<file path="config.mk">
export PLATFORM = sky130hd
export DESIGN_NAME = irq_prio_ctrl
export DESIGN_NICKNAME = d
export VERILOG_FILES = /design/src/rtl/irqc_pkg.sv /design/src/rtl/irqc_regs.sv /design/src/rtl/irqc_pend.sv /design/src/rtl/irqc_arb.sv /design/src/rtl/irq_prio_ctrl.sv
export SDC_FILE = /design/constraint.sdc
export NUM_CORES = 1
export LEC_CHECK = 0
export ABC_AREA = 1
export BUFFER_PORTS_ARGS = -buffer_cell sky130_fd_sc_hd__buf_4
export CAP_MARGIN = 0
export CORE_ASPECT_RATIO = 2
export CORE_MARGIN = 4
export CORE_UTILIZATION = 36
export DETAILED_ROUTE_END_ITERATION = 6
export SLEW_MARGIN = 5
export SYNTH_ARGS = -nofsm -noshare
export SYNTH_HDL_FRONTEND = slang
export SYNTH_SLANG_ARGS = --single-unit
export TNS_END_PERCENT = 50
</file>
<file path="constraint.sdc">
create_clock -name clk -period 11.5 [get_ports clk]
set_input_delay 2.3 -clock clk [delete_from_list [all_inputs] [get_ports clk]]
set_output_delay 2.3 -clock clk [all_outputs]
set_load 0.05 [all_outputs]
</file>
<file path="src/rtl/irqc_pkg.sv">
package irqc_pkg;

    localparam int ADDR_W    = 10;
    localparam int DATA_W    = 32;
    localparam int LANE_W    = 8;
    localparam int LANES     = DATA_W / LANE_W;
    localparam int MAX_LINES = 32;
    localparam int MAX_WORDS = MAX_LINES / LANES;
    localparam int WORD_IX_W = $clog2(MAX_WORDS);

    // Byte offsets; fixed because software depends on them.
    localparam logic [ADDR_W-1:0] OFS_EN_SET = 10'h000;
    localparam logic [ADDR_W-1:0] OFS_EN_CLR = 10'h080;
    localparam logic [ADDR_W-1:0] OFS_PD_SET = 10'h100;
    localparam logic [ADDR_W-1:0] OFS_PD_CLR = 10'h180;
    localparam logic [ADDR_W-1:0] OFS_PRIO   = 10'h300;

    typedef enum logic [2:0] {
        RG_NONE,
        RG_EN_SET,
        RG_EN_CLR,
        RG_PD_SET,
        RG_PD_CLR,
        RG_PRIO
    } reg_sel_e;

    typedef struct packed {
        reg_sel_e               sel;
        logic [WORD_IX_W-1:0]   word;
    } reg_hit_t;

    // Map a byte offset to the register it selects.
    function automatic reg_hit_t decode_addr(input logic [ADDR_W-1:0] a);
        reg_hit_t h;
        h.sel  = RG_NONE;
        h.word = a[WORD_IX_W+1:2];
        if (a[1:0] == 2'b00) begin
            if (a == OFS_EN_SET)      h.sel = RG_EN_SET;
            else if (a == OFS_EN_CLR) h.sel = RG_EN_CLR;
            else if (a == OFS_PD_SET) h.sel = RG_PD_SET;
            else if (a == OFS_PD_CLR) h.sel = RG_PD_CLR;
            else if (a[ADDR_W-1:WORD_IX_W+2] == OFS_PRIO[ADDR_W-1:WORD_IX_W+2])
                h.sel = RG_PRIO;
        end
        return h;
    endfunction

    // Bits of a byte lane that hold priority state.
    function automatic logic [LANE_W-1:0] lane_keep(input int prio_bits);
        logic [LANE_W-1:0] m;
        m = '0;
        for (int b = 0; b < LANE_W; b++)
            if (b >= LANE_W - prio_bits) m[b] = 1'b1;
        return m;
    endfunction

endpackage

</file>
<file path="src/rtl/irqc_regs.sv">
module irqc_regs
    import irqc_pkg::*;
#(
    parameter int NUM_LINES = 32,
    parameter int PRIO_BITS = 2
) (
    input  logic                               clk,
    input  logic                               rst,
    input  logic                               bus_sel,
    input  logic                               bus_wr,
    input  logic [ADDR_W-1:0]                  bus_addr,
    input  logic [DATA_W-1:0]                  bus_wdata,
    input  logic [NUM_LINES-1:0]               pend,
    output logic [DATA_W-1:0]                  bus_rdata,
    output logic [NUM_LINES-1:0]               en,
    output logic [NUM_LINES-1:0][PRIO_BITS-1:0] prio,
    output logic [NUM_LINES-1:0]               sw_set,
    output logic [NUM_LINES-1:0]               sw_clr
);

    reg_hit_t hit;
    logic     wr_hit;
    logic     rd_hit;
    logic [NUM_LINES-1:0] en_q;
    logic [LANE_W-1:0]    lane_img [MAX_LINES];
    logic [DATA_W-1:0]    word_img [MAX_WORDS];

    assign hit    = decode_addr(bus_addr);
    assign wr_hit = bus_sel && bus_wr;
    assign rd_hit = bus_sel && !bus_wr;

    // Enable vector: write-one-to-set and write-one-to-clear views.
    always_ff @(posedge clk) begin
        if (rst) begin
            en_q <= '0;
        end else if (wr_hit && hit.sel == RG_EN_SET) begin
            en_q <= en_q | bus_wdata[NUM_LINES-1:0];
        end else if (wr_hit && hit.sel == RG_EN_CLR) begin
            en_q <= en_q & ~bus_wdata[NUM_LINES-1:0];
        end
    end
    assign en = en_q;

    // Pending requests from software go to the pending cells.
    assign sw_set = (wr_hit && hit.sel == RG_PD_SET) ? bus_wdata[NUM_LINES-1:0] : '0;
    assign sw_clr = (wr_hit && hit.sel == RG_PD_CLR) ? bus_wdata[NUM_LINES-1:0] : '0;

    // One priority field per line, stored in the top bits of its lane.
    for (genvar i = 0; i < MAX_LINES; i++) begin : g_prio
        localparam int WORD = i / LANES;
        localparam int LANE = i % LANES;
        if (i < NUM_LINES) begin : g_live
            logic [PRIO_BITS-1:0] lvl_q;
            logic                 wr_me;
            assign wr_me = wr_hit && hit.sel == RG_PRIO
                        && hit.word == WORD_IX_W'(WORD);
            always_ff @(posedge clk) begin
                if (rst)
                    lvl_q <= '0;
                else if (wr_me)
                    lvl_q <= bus_wdata[LANE*LANE_W + LANE_W-1 -: PRIO_BITS];
            end
            assign prio[i]     = lvl_q;
            if (PRIO_BITS < LANE_W) begin : g_pad
                assign lane_img[i] = {lvl_q, {(LANE_W-PRIO_BITS){1'b0}}};
            end else begin : g_full
                assign lane_img[i] = lvl_q;
            end
        end else begin : g_absent
            assign lane_img[i] = '0;
        end
    end

    for (genvar w = 0; w < MAX_WORDS; w++) begin : g_word
        for (genvar l = 0; l < LANES; l++) begin : g_lane
            assign word_img[w][l*LANE_W +: LANE_W] = lane_img[w*LANES + l];
        end
    end

    // Read data, zero outside a read.
    always_comb begin
        bus_rdata = '0;
        if (rd_hit) begin
            unique case (hit.sel)
                RG_EN_SET, RG_EN_CLR: bus_rdata[NUM_LINES-1:0] = en_q;
                RG_PD_SET, RG_PD_CLR: bus_rdata[NUM_LINES-1:0] = pend;
                RG_PRIO:              bus_rdata = word_img[hit.word];
                default:              bus_rdata = '0;
            endcase
        end
    end

endmodule

</file>
<file path="src/rtl/irqc_pend.sv">
module irqc_pend #(
    parameter int NUM_LINES = 32,
    parameter int LINE_W    = 5
) (
    input  logic                 clk,
    input  logic                 rst,
    input  logic [NUM_LINES-1:0] irq_in,
    input  logic [NUM_LINES-1:0] sw_set,
    input  logic [NUM_LINES-1:0] sw_clr,
    input  logic                 ack_valid,
    input  logic [LINE_W-1:0]    ack_line,
    output logic [NUM_LINES-1:0] pend
);

    for (genvar i = 0; i < NUM_LINES; i++) begin : g_cell
        logic pend_q;
        logic set_any;
        logic clr_any;

        assign set_any = irq_in[i] | sw_set[i];
        assign clr_any = sw_clr[i] | (ack_valid && ack_line == LINE_W'(i));

        // A set at the same edge as a clear keeps the request.
        always_ff @(posedge clk) begin
            if (rst)
                pend_q <= 1'b0;
            else if (set_any)
                pend_q <= 1'b1;
            else if (clr_any)
                pend_q <= 1'b0;
        end

        assign pend[i] = pend_q;
    end

endmodule

</file>
<file path="src/rtl/irqc_arb.sv">
module irqc_arb #(
    parameter int NUM_LINES = 32,
    parameter int PRIO_BITS = 2,
    parameter int LINE_W    = 5
) (
    input  logic [NUM_LINES-1:0]                en,
    input  logic [NUM_LINES-1:0]                pend,
    input  logic [NUM_LINES-1:0][PRIO_BITS-1:0] prio,
    output logic                                req_valid,
    output logic [LINE_W-1:0]                   req_line,
    output logic [PRIO_BITS-1:0]                req_prio
);

    localparam int LEAVES = 1 << LINE_W;
    localparam int NODES  = 2 * LEAVES - 1;
    localparam int KEY_W  = PRIO_BITS + LINE_W;

    // Key = {priority, line}: the smaller key wins, so equal
    // priorities fall back to the lower line number.
    logic [LEAVES-1:0] leaf_v;
    logic [KEY_W-1:0]  leaf_k [LEAVES];
    logic              node_v [NODES];
    logic [KEY_W-1:0]  node_k [NODES];

    for (genvar i = 0; i < LEAVES; i++) begin : g_leaf
        if (i < NUM_LINES) begin : g_real
            assign leaf_v[i] = en[i] & pend[i];
            assign leaf_k[i] = {prio[i], LINE_W'(i)};
        end else begin : g_pad
            assign leaf_v[i] = 1'b0;
            assign leaf_k[i] = {{PRIO_BITS{1'b0}}, LINE_W'(i)};
        end
    end

    // Heap-ordered comparison tree, children of j at 2j+1 and 2j+2.
    always_comb begin
        for (int i = 0; i < LEAVES; i++) begin
            node_v[LEAVES-1+i] = leaf_v[i];
            node_k[LEAVES-1+i] = leaf_k[i];
        end
        for (int j = LEAVES - 2; j >= 0; j--) begin
            logic take_left;
            take_left = node_v[2*j+1]
                     && (!node_v[2*j+2] || node_k[2*j+1] <= node_k[2*j+2]);
            node_v[j] = node_v[2*j+1] | node_v[2*j+2];
            node_k[j] = take_left ? node_k[2*j+1] : node_k[2*j+2];
        end
    end

    assign req_valid = node_v[0];
    assign req_line  = node_v[0] ? node_k[0][LINE_W-1:0]     : '0;
    assign req_prio  = node_v[0] ? node_k[0][KEY_W-1:LINE_W] : '0;

endmodule

</file>
<file path="src/rtl/irq_prio_ctrl.sv">
module irq_prio_ctrl #(
    parameter int NUM_LINES = 32,
    parameter int PRIO_BITS = 2,
    localparam int LINE_W   = $clog2(NUM_LINES)
) (
    input  logic                             clk,
    input  logic                             rst,
    input  logic                             bus_sel,
    input  logic                             bus_wr,
    input  logic [irqc_pkg::ADDR_W-1:0]      bus_addr,
    input  logic [irqc_pkg::DATA_W-1:0]      bus_wdata,
    output logic [irqc_pkg::DATA_W-1:0]      bus_rdata,
    input  logic [NUM_LINES-1:0]             irq_in,
    input  logic                             ack_valid,
    input  logic [LINE_W-1:0]                ack_line,
    output logic                             req_valid,
    output logic [LINE_W-1:0]                req_line,
    output logic [PRIO_BITS-1:0]             req_prio
);

    logic [NUM_LINES-1:0]                en_q;
    logic [NUM_LINES-1:0]                pend_q;
    logic [NUM_LINES-1:0][PRIO_BITS-1:0] prio_q;
    logic [NUM_LINES-1:0]                sw_set;
    logic [NUM_LINES-1:0]                sw_clr;

    irqc_regs #(
        .NUM_LINES (NUM_LINES),
        .PRIO_BITS (PRIO_BITS)
    ) u_regs (
        .clk       (clk),
        .rst       (rst),
        .bus_sel   (bus_sel),
        .bus_wr    (bus_wr),
        .bus_addr  (bus_addr),
        .bus_wdata (bus_wdata),
        .pend      (pend_q),
        .bus_rdata (bus_rdata),
        .en        (en_q),
        .prio      (prio_q),
        .sw_set    (sw_set),
        .sw_clr    (sw_clr)
    );

    irqc_pend #(
        .NUM_LINES (NUM_LINES),
        .LINE_W    (LINE_W)
    ) u_pend (
        .clk       (clk),
        .rst       (rst),
        .irq_in    (irq_in),
        .sw_set    (sw_set),
        .sw_clr    (sw_clr),
        .ack_valid (ack_valid),
        .ack_line  (ack_line),
        .pend      (pend_q)
    );

    irqc_arb #(
        .NUM_LINES (NUM_LINES),
        .PRIO_BITS (PRIO_BITS),
        .LINE_W    (LINE_W)
    ) u_arb (
        .en        (en_q),
        .pend      (pend_q),
        .prio      (prio_q),
        .req_valid (req_valid),
        .req_line  (req_line),
        .req_prio  (req_prio)
    );

endmodule

</file>
Word-level counts from Yosys, hierarchy flattened
Cells that the tools add are included.
{"block": "classes", "n_bitwise": 131, "reduce_logical": 180, "eq_ne": 47, "order_cmp": 32, "mux": 112}
{"op": "$mux 32", "n": 7}
{"op": "$le 7x7->1", "n": 31}
{"op": "$mux 7", "n": 31}
{"op": "$bmux 32 s3", "n": 1}
{"op": "$pmux 32 s3", "n": 1}
{"op": "$or 1x1->1", "n": 95}
{"op": "$eq 5x5->1 const B", "n": 17}
{"op": "$logic_and 1x1->1", "n": 78}
{"op": "$reduce_bool 2->1", "n": 33}
{"op": "$mux 1", "n": 64}
{"op": "$eq 5x4->1 const B", "n": 8}
{"op": "$and 1x1->1", "n": 32}
{"op": "$and 32x32->32", "n": 1}
{"op": "$logic_not 1->1", "n": 32}
{"op": "$not 32->32", "n": 1}
{"op": "$or 32x32->32", "n": 1}
{"op": "$logic_or 1x1->1", "n": 31}
{"op": "$eq 10x9->1 const B", "n": 2}
{"op": "$eq 5x3->1 const B", "n": 4}
{"op": "$eq 3x3->1 const B", "n": 6}
{"op": "$mux 3", "n": 6}
{"op": "$eq 3x2->1 const B", "n": 4}
{"op": "$eq 10x8->1 const B", "n": 1}
{"op": "$eq 5x2->1 const B", "n": 2}
{"op": "11 further kinds", "n": 13}
{"block": "totals", "input_bits": 84, "output_inout_bits": 40, "register_bits": 128}

Depth between registers and ports, before layout
{"block": "logic_depth", "word_depth": 22, "mapped_depth": 38, "depth_no_buf": 38}

By module
From an unflattened synthesis, not the netlist that was laid out.
{"block": "hier_totals", "cells_unflattened": 1655, "area_unflattened_um2": 9793.1}
{"mod": "irqc_regs", "seq_area_each_um2": 1921.8, "cells_each": 807, "n_inst": 1, "area_per_inst_um2": 5211.2}
{"mod": "irqc_arb", "seq_area_each_um2": 0.0, "cells_each": 568, "n_inst": 1, "area_per_inst_um2": 2758.9}
{"mod": "irqc_pend", "seq_area_each_um2": 640.6, "cells_each": 280, "n_inst": 1, "area_per_inst_um2": 1823.0}

Worst setup path after synthesis
No wires, ideal clock.
{"block": "synth_path", "path_kind": "register -> output", "startpoint": "reg u_regs.g_prio[15].g_live.lvl_q[1]", "endpoint": "out req_line[0]", "stages_incl_launch_ff": 36, "path_buffers": 0, "arrival_time_ns": 4.694, "slack_ns": 4.506, "cell_sequence": "dfxtp_1 > inv_1 > ha_1 > nand3_1 > nand2_1 > nand2_1 > nand2_1 > o21ai_0 > ha_1 > nand3_1 > nand2_1 > nand2_1 > nand2_2 > o21ai_0 > ha_1 > nand3_1 > nand2_1 > nand2_1 > nand2_2 > nand2_1 > o21ai_0 > ha_1 > nand3_1 > nand2_1 > nand2_1 > nand2_2 > inv_1 > o21ai_0 > ha_1 > nand3_1 > nand2_1 > nand2_2 > nand2_4 > inv_6 > nor2_2 > nor2_1"}
{"block": "synth_between", "elab_chain_cells": 21}
{"element": "from (decl)", "line": "irqc_regs.sv:53", "rtl": "logic [PRIO_BITS-1:0] lvl_q;"}
{"element": "from (signal assigned)", "line": "irqc_regs.sv:61", "rtl": "lvl_q <= bus_wdata[LANE*LANE_W + LANE_W-1 -: PRIO_BITS];"}
{"element": "$le 7x7->1", "line": "irqc_arb.sv:44", "rtl": "&& (!node_v[2*j+2] || node_k[2*j+1] <= node_k[2*j+2]);"}
{"element": "$logic_or 1x1->1", "line": "irqc_arb.sv:44"}
{"element": "$logic_and 1x1->1", "line": "irqc_arb.sv:44"}
{"element": "$mux 7 (*)", "line": "irqc_arb.sv:46", "rtl": "node_k[j] = take_left ? node_k[2*j+1] : node_k[2*j+2];"}
{"element": "$le 7x7->1", "line": "irqc_arb.sv:44"}
{"element": "$logic_or 1x1->1", "line": "irqc_arb.sv:44"}
{"element": "$logic_and 1x1->1", "line": "irqc_arb.sv:44"}
{"element": "$mux 7 (*)", "line": "irqc_arb.sv:46"}
{"element": "[... 5 more ...]"}
{"element": "$logic_or 1x1->1", "line": "irqc_arb.sv:44"}
{"element": "$logic_and 1x1->1", "line": "irqc_arb.sv:44"}
{"element": "$mux 7 (*)", "line": "irqc_arb.sv:46"}
{"element": "$le 7x7->1", "line": "irqc_arb.sv:44"}
{"element": "$logic_or 1x1->1", "line": "irqc_arb.sv:44"}
{"element": "$logic_and 1x1->1", "line": "irqc_arb.sv:44"}
{"element": "$mux 7 (*)", "line": "irqc_arb.sv:46"}
{"element": "$mux 5 (*)", "line": "irqc_arb.sv:51", "rtl": "assign req_line = node_v[0] ? node_k[0][LINE_W-1:0] : '0;"}
{"element": "to (decl)", "line": "irq_prio_ctrl.sv:17", "rtl": "output logic [LINE_W-1:0] req_line,"}
Mark *: on every way between the ends. The rest lies on a longest branch, timed or not.

Worst setup path in the final report
{"block": "layout_path", "startpoint": "reg u_regs.g_prio[7].g_live.lvl_q[1]", "endpoint": "out req_prio[0]"}
{"block": "layout_between", "elab_chain_cells": 21}
{"element": "from (decl)", "line": "irqc_regs.sv:53"}
{"element": "from (signal assigned)", "line": "irqc_regs.sv:61"}
{"element": "$le 7x7->1", "line": "irqc_arb.sv:44"}
{"element": "$logic_or 1x1->1", "line": "irqc_arb.sv:44"}
{"element": "$logic_and 1x1->1", "line": "irqc_arb.sv:44"}
{"element": "$mux 7 (*)", "line": "irqc_arb.sv:46"}
{"element": "$le 7x7->1", "line": "irqc_arb.sv:44"}
{"element": "$logic_or 1x1->1", "line": "irqc_arb.sv:44"}
{"element": "$logic_and 1x1->1", "line": "irqc_arb.sv:44"}
{"element": "$mux 7 (*)", "line": "irqc_arb.sv:46"}
{"element": "[... 5 more ...]"}
{"element": "$logic_or 1x1->1", "line": "irqc_arb.sv:44"}
{"element": "$logic_and 1x1->1", "line": "irqc_arb.sv:44"}
{"element": "$mux 7 (*)", "line": "irqc_arb.sv:46"}
{"element": "$le 7x7->1", "line": "irqc_arb.sv:44"}
{"element": "$logic_or 1x1->1", "line": "irqc_arb.sv:44"}
{"element": "$logic_and 1x1->1", "line": "irqc_arb.sv:44"}
{"element": "$mux 7 (*)", "line": "irqc_arb.sv:46"}
{"element": "$mux 2 (*)", "line": "irqc_arb.sv:52", "rtl": "assign req_prio = node_v[0] ? node_k[0][KEY_W-1:LINE_W] : '0;"}
{"element": "to (decl)", "line": "irq_prio_ctrl.sv:18", "rtl": "output logic [PRIO_BITS-1:0] req_prio"}
Marks and branches as above.

==> results list <==
- For this design the ratio of total power to cell area is 108.5 nW/um^2.
* Die footprint: 27260 um^2
* Total core area: 24020 um^2
* Total via count after detailed routing: 9762
- The tool flagged a number of max-cap violations equal to 0.
- For this run the aggregate overflow at the end of global routing stands at 0.
- Row generation in the floorplan step produced 80 rows.
- The tightest min-delay check is of the reg -> reg type.
* Launching instance or port of the critical path: u_regs.g_prio[7].g_live.lvl_q[1]
- WP data required: 9200 ps
* EDFF count, synth: 0
* Maximum fanout encountered on the critical timing path: 8
- The worst setup path is launched from a flip-flop.
- Critical path's largest stage delay: 360 ps
- Highest achievable clock rate: 127.7 MHz
* Buffer cell driving the clock tree root: clkbuf_16
- In this run the register-to-register setup slack is 10660 ps.
- DRT iter0 DRCs: 438
* Register bit total from synthesis: 128
- Largest net degree at the start of global routing: 98
- Number of nets at the end of the flow: 1626
* Number of fill cells: 2584
* Wirelength, routed: 33000 um
- Resized cells post-CTS: 0
- For this run, the leading register cell type out of synthesis is dfxtp_1.
- Static leakage power: 4.887 nW
- Detailed-router iteration count before antenna repair: 5
- Fin crit share: 68.07%
* Final weighted congestion in routability-driven placement: 0.9030
* Wire length per cell: 18.19 um
- Final Total Pwr: 1.154 mW
- After clock tree synthesis, the clock-pin slew on the worst setup and hold paths is 60 ps.
- Clock sink count: 128
* HPWL reported at the end of detailed placement: 25790 um
- Initial Utilization: 36.77%
- ANT nets after route: 0
- DIE WIDTH: 118.8 um
* Slew of the pin with the lowest slew margin: 1219 ps
- Vertical die dimension: 229.5 um
- Worst Reg-to-Reg Cells: 2
- Share of final-layout standard cells stronger than drive strength 1: 15.73%
- Global-route total usage across every layer: 24.01%
* Post-Synthesis Cells: 1416
* Number of vias per cell: 5.381
- Total CTS buffers: 17
* IO buf count: 123
- Yosys attributes the largest share of cell area to dfxtp_1 (29%), nand2_1 (14%), inv_1 (8.8%).
- Setup CP Type: reg -> out
- The final count of pins violating max slew was 0.
- Worst Hold Slack: 491.0 ps
- In this run the deepest clock path goes through 2 buffers.
* DRC violations left: 0
- Post-synth net total: 1528
* Library cell occupying the most area in the post-synthesis netlist: dfxtp_1
- Start of the worst register-to-register path: u_regs.g_prio[2].g_live.lvl_q[0]
- The endpoint identified for the worst register-to-register timing path is u_regs.g_prio[2].g_live.lvl_q[0].
- The area growth from synthesis to layout is 20.48%.
- Ys async rst share: 0%
- Setup TNS: 0 ps
- Mean area per synthesized cell: 6.238 um^2
- The count of final hold-check violations came to 0.
- Cell type with the highest occurrence count on the critical path: nand2_1
- Setup repair after global routing missed its margin: false
- Timing endpoint of the critical path: req_prio[0]
- Post-synthesis cell type count: 38
- Leaving out fill and tap cells, the most frequent cell in the layout is nand2_1.
- Clock skew on the completed layout was measured at 0 ps.
- Sequential cells were found to cover 29.01% of the synthesized design area.
* Count of yosys warnings during synthesis: 0
- The worst pin sits at a relative slew slack of 18.65%.
- In the layout the commonest cells are nand2_1 (333), inv_1 (206), nor2_1 (143).
- Number of buffers added for setup after CTS: 0
- Across the VDD grid, the largest voltage drop is 0.09579 mV.
- The clock reaches the later pin of the worst-skew pair after 440 ps.
* Initial antenna violation count: 1
- Max H-tree Level: 4
- Setup violations remaining at the end of the flow were counted as 0.
- Share of the core filled with cells in the final layout: 44.30%
* Minimum clock period: 7828 ps
* Area of the mapped netlist: 8833 um^2
- The worst setup path is captured at an output port.
* First-pass GRT wire length: 51340 um
- Clock tree from TritonCTS: built
- For this design, the CTS-stage hold fixing added 0 buffers.
- Setup slack on the critical path of the routed design comes to 3672 ps.
- For this design the top-level I/O count stands at 124.
- Arrival time worst endpoint: 5530 ps
* Worst-path cell with the longest stage delay: dfxtp_1
- The number of global-route vias before repair is 9515.
- Pre-CTS setup slack: 4083 ps
- Result of the run: finished, final reports clean
* Area fraction of the dominant cell type after synthesis: 29.01%
logic make-up after synthesis:
kind of cell    synth area share, %
fa+ha+maj                     3.966
buf+inv                       12.65
flops                         29.01
simple gates                  31.87
compound gates                22.51
final cells by class:
class                           count  area [um^2]  share of cell area [%]
Multi-Input combinational cell    993         5165                   48.53
Clock buffer                       21        470.5                   4.420
Antenna cell                        1        2.502                 0.02351
Inverter                          243        917.1                   8.617
Tap cell                          287        359.1                   3.374
Timing Repair Buffer              131        983.4                   9.241
Sequential cell                   128         2562                   24.08
Clock inverter                     10        182.7                   1.716
cells in the mapped netlist (2+ instances only):
| library cell | n |
|---|---|
| nand2_1 | 333 |
| inv_1 | 206 |
| nor2_1 | 144 |
| dfxtp_1 | 128 |
| nand3_1 | 118 |
| o21ai_0 | 68 |
| a211oi_1 | 61 |
| a21oi_1 | 47 |
| clkbuf_1 | 44 |
| a31oi_1 | 36 |
| inv_2 | 31 |
| ha_1 | 28 |
| nand2_2 | 25 |
| a22oi_1 | 24 |
| o22ai_1 | 24 |
| o221ai_1 | 20 |
| o211ai_1 | 17 |
| nand3b_1 | 8 |
| nor2_2 | 7 |
| nor3_1 | 6 |
| clkinv_1 | 5 |
| buf_1 | 4 |
| buf_2 | 4 |
| nand2_4 | 4 |
| nor2_4 | 4 |
| a41oi_1 | 3 |
| nor4_1 | 3 |
| a221oi_1 | 2 |
| o21a_1 | 2 |
| o21ai_1 | 2 |
how the worst min path moves through the flow:
| stage | startpoint | to | slack, ps | cells past startpoint |
|---|---|---|---|---|
| after global routing | flip-flop | flip-flop | 500 | 2 |
| after floorplan | u_regs.g_prio[15].g_live.lvl_q[0] | u_regs.g_prio[15].g_live.lvl_q[0] | 460 | 2 |
| after CTS | flip-flop | flip-flop | 490 | 2 |
| final | flip-flop | flip-flop | 490 | 2 |
| after global placement | flip-flop | flip-flop | 470 | 2 |
| after detailed placement | flip-flop | flip-flop | 480 | 2 |
routing by layer:
metal  share of wire, %  track usage (%)  vias up
li1                   -                -     4892
met1                 37            25.42     4466
met2                 53            44.26      319
met3                4.7            3.506       85
met4                5.7            14.29        0
met5                  0                0        -
per-stage QoR:
| step | instance area [um^2] | instances |
|---|---|---|
| 2_1_floorplan | 8833 | 1416 |
| 3_5_place_dp | 9987 | 1782 |
| 3_3_place_gp | 9987 | 1782 |
| 6_report | 10640 | 1814 |
| 4_1_cts | 10640 | 1813 |
| 5_1_grt | 10640 | 1814 |
worst max-delay path, delay by kind of cell, from the launching register on:
kind            cells  cell delay, ps
compound gates      5            1080
simple gates       22            1730
fa+ha+maj           5            1420
buf+inv             4             490
flops               1             360
report_power, final:
part	internal (mW)	switching, mW
Combinational	0.0330	0.0571
Clock	0.399	0.206
Sequential	0.452	0.00684
(Power assumes the default switching activity.)
